[src/rtl/ep0_flags_pkg.sv]
package ep0_flags_pkg;
  localparam int FLAG_N         = 3;
  localparam int FLAG_OUT_BIT   = 0;
  localparam int FLAG_IN_BIT    = 1;
  localparam int FLAG_SETUP_BIT = 2;
  localparam int EN_N           = 2;
  localparam int EN_OUT_BIT     = 0;
  localparam int EN_IN_BIT      = 1;

  typedef enum logic [1:0] {
    STG_IDLE   = 2'd0,
    STG_DATA   = 2'd1,
    STG_STATUS = 2'd2
  } stage_t;

  typedef struct packed {
    logic setOut;
    logic setIn;
    logic setSetup;
    logic togForce1;
    logic togFlip;
    logic pidBad;
  } ctlStrobe_t;
endpackage

[src/rtl/ep0_handshake_ctl.sv]
module ep0_handshake_ctl
  import ep0_flags_pkg::*;
(
  input  logic       clk,
  input  logic       rstN,
  input  logic       setupRcvd,
  input  logic       outRcvd,
  input  logic       rxPidData1,
  input  logic       inAcked,
  input  logic       outToken,
  input  logic       curToggle,
  output ctlStrobe_t strobe
);
  stage_t stageQ, stageD;

  // Event decode; setup has priority over everything else.
  always_comb begin
    strobe = '0;
    stageD = stageQ;
    if (setupRcvd) begin
      strobe.setSetup  = 1'b1;
      strobe.setOut    = 1'b1;
      strobe.togForce1 = 1'b1;
      stageD           = STG_DATA;
    end else if (outRcvd) begin
      if (rxPidData1 == curToggle) begin
        strobe.setOut  = 1'b1;
        strobe.togFlip = 1'b1;
        if (stageQ == STG_STATUS) stageD = STG_IDLE;
      end else begin
        strobe.pidBad = 1'b1;
      end
    end else if (inAcked) begin
      strobe.setIn   = 1'b1;
      strobe.togFlip = 1'b1;
    end else if (outToken && stageQ == STG_DATA) begin
      strobe.togForce1 = 1'b1;
      stageD           = STG_STATUS;
    end
  end

  always_ff @(posedge clk or negedge rstN) begin
    if (!rstN) stageQ <= STG_IDLE;
    else       stageQ <= stageD;
  end
endmodule

[src/rtl/ep0_handshake_dp.sv]
module ep0_handshake_dp
  import ep0_flags_pkg::*;
#(
  parameter int REG_W  = 8,
  parameter int ADDR_W = 1
) (
  input  logic              clk,
  input  logic              rstN,
  input  ctlStrobe_t        strobe,
  input  logic              cpuWe,
  input  logic [ADDR_W-1:0] cpuAddr,
  input  logic [REG_W-1:0]  cpuWdata,
  output logic [REG_W-1:0]  cpuRdata,
  output logic              irq,
  output logic              dataToggle,
  output logic              pidErr,
  output logic              outReq,
  output logic              inReq,
  output logic              setupFlag,
  output logic              outIntEn,
  output logic              inIntEn
);
  localparam logic [ADDR_W-1:0] ADDR_FLAGS = ADDR_W'(0);
  localparam logic [ADDR_W-1:0] ADDR_ENABLES = ADDR_W'(1);
  localparam logic [FLAG_N-1:0] FLAG_RST = FLAG_N'(1) << FLAG_IN_BIT;

  logic [FLAG_N-1:0] flagQ, hwSet, keepMask;
  logic [EN_N-1:0]   enQ;
  logic              unusedWdHi;

  assign unusedWdHi = ^cpuWdata[REG_W-1:FLAG_N];

  always_comb begin
    hwSet                 = '0;
    hwSet[FLAG_OUT_BIT]   = strobe.setOut;
    hwSet[FLAG_IN_BIT]    = strobe.setIn;
    hwSet[FLAG_SETUP_BIT] = strobe.setSetup;
    keepMask = (cpuWe && cpuAddr == ADDR_FLAGS) ? cpuWdata[FLAG_N-1:0] : '1;
  end

  // Write-zero-to-clear flags; a hardware set wins the same cycle.
  for (genvar i = 0; i < FLAG_N; i++) begin : g_flag
    always_ff @(posedge clk or negedge rstN) begin
      if (!rstN) flagQ[i] <= FLAG_RST[i];
      else       flagQ[i] <= (flagQ[i] & keepMask[i]) | hwSet[i];
    end
  end

  always_ff @(posedge clk or negedge rstN) begin
    if (!rstN) enQ <= '0;
    else if (cpuWe && cpuAddr == ADDR_ENABLES) enQ <= cpuWdata[EN_N-1:0];
  end

  always_ff @(posedge clk or negedge rstN) begin
    if (!rstN)                 dataToggle <= 1'b0;
    else if (strobe.togForce1) dataToggle <= 1'b1;
    else if (strobe.togFlip)   dataToggle <= ~dataToggle;
  end

  always_ff @(posedge clk or negedge rstN) begin
    if (!rstN) begin
      irq    <= 1'b0;
      pidErr <= 1'b0;
    end else begin
      irq    <= (flagQ[FLAG_OUT_BIT] & enQ[EN_OUT_BIT]) |
                (flagQ[FLAG_IN_BIT]  & enQ[EN_IN_BIT]);
      pidErr <= strobe.pidBad;
    end
  end

  always_comb begin
    cpuRdata = '0;
    if (cpuAddr == ADDR_FLAGS)        cpuRdata[FLAG_N-1:0] = flagQ;
    else if (cpuAddr == ADDR_ENABLES) cpuRdata[EN_N-1:0]   = enQ;
  end

  assign outReq    = flagQ[FLAG_OUT_BIT];
  assign inReq     = flagQ[FLAG_IN_BIT];
  assign setupFlag = flagQ[FLAG_SETUP_BIT];
  assign outIntEn  = enQ[EN_OUT_BIT];
  assign inIntEn   = enQ[EN_IN_BIT];
endmodule

[src/rtl/ep0_handshake.sv]
module ep0_handshake
  import ep0_flags_pkg::*;
#(
  parameter int REG_W  = 8,
  parameter int ADDR_W = 1
) (
  input  logic              clk,
  input  logic              rstN,
  input  logic              setupRcvd,
  input  logic              outRcvd,
  input  logic              rxPidData1,
  input  logic              inAcked,
  input  logic              outToken,
  input  logic              cpuWe,
  input  logic [ADDR_W-1:0] cpuAddr,
  input  logic [REG_W-1:0]  cpuWdata,
  output logic [REG_W-1:0]  cpuRdata,
  output logic              irq,
  output logic              dataToggle,
  output logic              inNak,
  output logic              pidErr
);
  ctlStrobe_t strobe;
  logic outReq, inReq, setupFlag, outIntEn, inIntEn;

  ep0_handshake_ctl ctl_i (
    .clk(clk), .rstN(rstN), .setupRcvd(setupRcvd), .outRcvd(outRcvd),
    .rxPidData1(rxPidData1), .inAcked(inAcked), .outToken(outToken),
    .curToggle(dataToggle), .strobe(strobe)
  );

  ep0_handshake_dp #(.REG_W(REG_W), .ADDR_W(ADDR_W)) dp_i (
    .clk(clk), .rstN(rstN), .strobe(strobe), .cpuWe(cpuWe), .cpuAddr(cpuAddr),
    .cpuWdata(cpuWdata), .cpuRdata(cpuRdata), .irq(irq), .dataToggle(dataToggle),
    .pidErr(pidErr), .outReq(outReq), .inReq(inReq), .setupFlag(setupFlag),
    .outIntEn(outIntEn), .inIntEn(inIntEn)
  );

  // Unhandled setup: IN tokens get NAK.
  assign inNak = setupFlag;
endmodule

[config.mk]
export PLATFORM = sky130hd
export DESIGN_NAME = ep0_handshake
export DESIGN_NICKNAME = d
export VERILOG_FILES = /design/src/rtl/ep0_flags_pkg.sv /design/src/rtl/ep0_handshake_ctl.sv /design/src/rtl/ep0_handshake_dp.sv /design/src/rtl/ep0_handshake.sv
export SDC_FILE = /design/constraint.sdc
export NUM_CORES = 1
export LEC_CHECK = 0
export ABC_AREA = 0
export ABC_CLOCK_PERIOD_IN_PS = 1400
export CAP_MARGIN = 20
export CORE_AREA = 3 3 40 42
export CTS_CLUSTER_DIAMETER = 60
export DETAILED_ROUTE_END_ITERATION = 8
export DIE_AREA = 0 0 43 45
export DONT_BUFFER_PORTS = 1
export PLACE_DENSITY_LB_ADDON = 0.25
export SYNTH_ARGS = -nofsm -noshare
export SYNTH_HDL_FRONTEND = slang
export SYNTH_HIERARCHICAL = 1
export SYNTH_SLANG_ARGS = --single-unit
[constraint.sdc]
create_clock -name clk -period 1.4 [get_ports clk]
set_clock_uncertainty 0.15 [all_clocks]
set_input_delay 0 -clock clk [delete_from_list [all_inputs] [get_ports clk]]
set_output_delay 0 -clock clk [all_outputs]
set_load 0.1 [all_outputs]
==> results.md <==
- CTS Sinks: 10
- Worst R2R End: dp_i/dataToggle
- Worst Path Max Fanout: 2
- Crit path from: dp_i/dataToggle
- First-pass GRT wire length: between 1.5 and 2 mm
- LEAKAGE: between 0.3 and 0.4 nW
- Async set or reset register ratio after synthesis: 1.000
- Worst EP required: 1400 ps
- GRT Util Overall: 0.1316
- Drt drc: 0
- Slew Viols, Final: 0
- Post-layout worst setup margin: between 30 and 40 ps
- Worst setup SP type: register
- Tightest Pin Transition: ~510 ps
- Final WL: between 1 and 1.5 mm
- Most frequent cell after synthesis: dfrtp_1
- FF-to-FF setup slack: approximately 33 ps
- Slew headroom: 0.6602
- Power density cells: ~1300 mW/mm2
- Avg WL per Cell: about 13 um
- Post-route ant nets: 0
- Synth cell count leaders: dfrtp_1 (9), nor2_1 (7), buf_4 (6)
- Vias per inst: 4.621
- Area share of the largest cell type after synthesis: 0.4276
- Cell count after placement: 70
- Design Power: just over 1 mW
- Post-synth EDFFs: 0
- Reg-to-reg startpoint: dp_i/dataToggle
- R2R cell count: 5
- Antenna diodes: 0
- Setup CP Type: register to register
- Maximum VDD drop: around 640 uV
- Primary FF master, synth: dfrtp_1
- Hold Vio Cnt, Final: 0
- Via count: between 400 and 500
- Gpl congestion: slightly below 0.7
- Drt pass-1 iters: 2
- Crit-path slowest cell: dfrtp_4
- CP endpoint kind: register
- RSZ-0062 raised after global routing: true
- TritonCTS clock tree: done
- Top-level port count: 29
- Iter 0 DRT Violations: 4
- Tcrit/Tclk final: 0.9764
- Outcome: finished clean
- Yosys warnings: 6
- Post-synthesis sequential area ratio: 0.4774
- Yosys cell types: 22
- Die height: roughly 45 um
- Num CTS Buffers: 3
- CP cell instances: xnor2_2 -> nand2_1 -> a21oi_2 -> xnor2_1 -> nand2b_1
- Initial antenna violation count: 0
- H-tree depth: 1
- Max Clk Rate: approximately 730 MHz
- Row Count: 13
- Minimum clock period: 1367 ps
- Starting Density: 0.4099
- Worst stage delay on the critical path: around 480 ps
- Top cells by area, synth: dfrtp_1 (43%), buf_4 (8.6%), mux2_4 (5.7%), dfstp_2 (5.0%), nor2_1 (5.0%)
- Core ar.: ~0.0013 mm2
- Synth area leader: dfrtp_1
- Most crowded layer after global routing: met2
- Max cap viols: 0
- Area Overhead vs Synth: 46.79%
- Synthesized netlist cell count: 50
- Fin nets: 90
- Critical path endpoint: dp_i/dataToggle
- Met1 usage: 0.1303
- WP data arrival: around 1400 ps
- Die Wd: between 40 and 50 um
- Longest Clk Path Bufs: 2
- Total gr overflow: 0
- #FFs+latches synth: 10
- HPWL Detailed: between 700 and 800 um
- GR met3 Demand/Resource: 0.07570
- Fin cells: 87
- IO Port Bufs: 0
- CTS root buf: clkbuf_4
- Vias in the first global route: roughly 380
- Layout cells sized above 1: 0.3472
- Clock transition at the registers of the reported paths: around 60 ps
- Synthesized area per cell: ~11 um2
- Worst hold path class: input pin to output port
- # setup viols final: 0
- Clock Latency Late Sink: about 270 ps
- Pre-CTS setup slack: around 33 ps
- Routing usage on met2: 0.1916
- Mapped Area: 526.8 um2
- Final instance area: around 770 um2
- Largest net degree at the start of global routing: 11
- Placed cell area: roughly 600 um2
- Die area: between 0.0015 and 0.002 mm2
[logic make-up (layout without fill, tap and decap cells)]
logic type / count (synthesis) / count (layout) / synth area share
and+or+nand+nor: 17 / 17 / 0.1782
DFF: 10 / 10 / 0.4775
AOI/OAI and AO/OA: 9 / 9 / 0.1117
buffers and inverters: 7 / 25 / 0.09262
muxes: 4 / 4 / 0.09976
xor gates and xnor gates: 2 / 2 / 0.03326
other: 1 / 5 / 0.007119
[routing by layer]
metal,vias to the layer above,wire [um]
li1,201,-
met1,181,437
met2,15,515
met3,5,100
met4,0,39
met5,-,0
[what timing repair did]
action	4_1_cts	5_1_grt
gates resized for setup	0	1
setup buffers	0	1
setup endpoints to repair	0	1
hold buffers	12	0
hold endpoints to repair	19	0
[worst min-delay path by stage]
| stage | startpoint | endpoint | slack, ps | cells past startpoint |
|---|---|---|---|---|
| 4_1_cts | cpuAddr | cpuRdata[1] | 180 | 2 |
| 5_1_grt | cpuAddr | cpuRdata[1] | 200 | 2 |
| 3_3_place_gp | rstN | ctl_i/stageQ[1] | -450 | 0 |
| 6_report | cpuAddr | cpuRdata[1] | 180 | 2 |
| 3_5_place_dp | rstN | dp_i/irq | -450 | 0 |
| 2_1_floorplan | rstN | ctl_i/stageQ[0] | -450 | 0 |
[report_power, final]
group	internal [mW]	total, mW	switching, mW
Combinational	0.128	0.427	0.299
Sequential	0.325	0.345	0.0204
Clock	0.158	0.263	0.105
Total	0.611	1.04	0.424
[stage by stage]
stage / util / TNS (ps) / hold WS [ps]
after floorplan: - / -127.2 / -445.6
after global placement: 0.4713 / 0 / -445.3
after detailed placement: 0.4713 / 0 / -445.3
after CTS: 0.5930 / 0 / 181.7
after global routing: 0.6018 / -47.26 / 196.9
final: 0.6018 / 0 / 181.2
[cell type report]
class	count	area (um2)
multi-input combinational	37	252.7
tap	15	18.77
inverter	1	3.754
clock buffer	4	36.28
fill	114	511.7
sequential	10	256.5
timing repair buffer	20	205.2
[registers in the layout, indices dropped and copies added, names as in the netlist]
register,cells
dp_i/setupFlag,1
dp_i/inReq,1
dp_i/dataToggle,1
dp_i/irq,1
dp_i/pidErr,1
dp_i/outReq,1
dp_i/enQ,2
ctl_i/stageQ,2
[critical path: cells and delay by family, from the launching register on]
kind | cells | cell delay (ps)
compound gates | 1 | 160
simple gates | 2 | 180
xor+xnor | 2 | 280
flops | 1 | 480
[cell usage in the layout, fill, tap and decap left out]
cell,synthesis,layout
nor3b_1,1,1
buf_12,0,2
and2b_2,2,2
a31oi_1,1,1
o21bai_1,1,1
a22o_1,1,1
mux2_2,2,2
buf_4,6,6
dfrtp_1,9,7
nand2_2,1,1
a21oi_1,4,3
dlygate4sd3_1,0,12
dfrtp_2,0,1
a21oi_2,0,1
xnor2_1,2,1
nand2_1,1,1
clkbuf_4,0,3
nor2_1,7,7
clkbuf_8,0,1
inv_1,1,1
dfstp_2,1,1
xnor2_2,0,1
conb_1,1,5
mux2_4,2,2
nand3b_1,1,1
a311oi_1,1,1
nor2_2,1,1
nand2b_1,3,3
dfrtp_4,0,1
a21o_1,1,1
(Power assumes the default switching activity.)
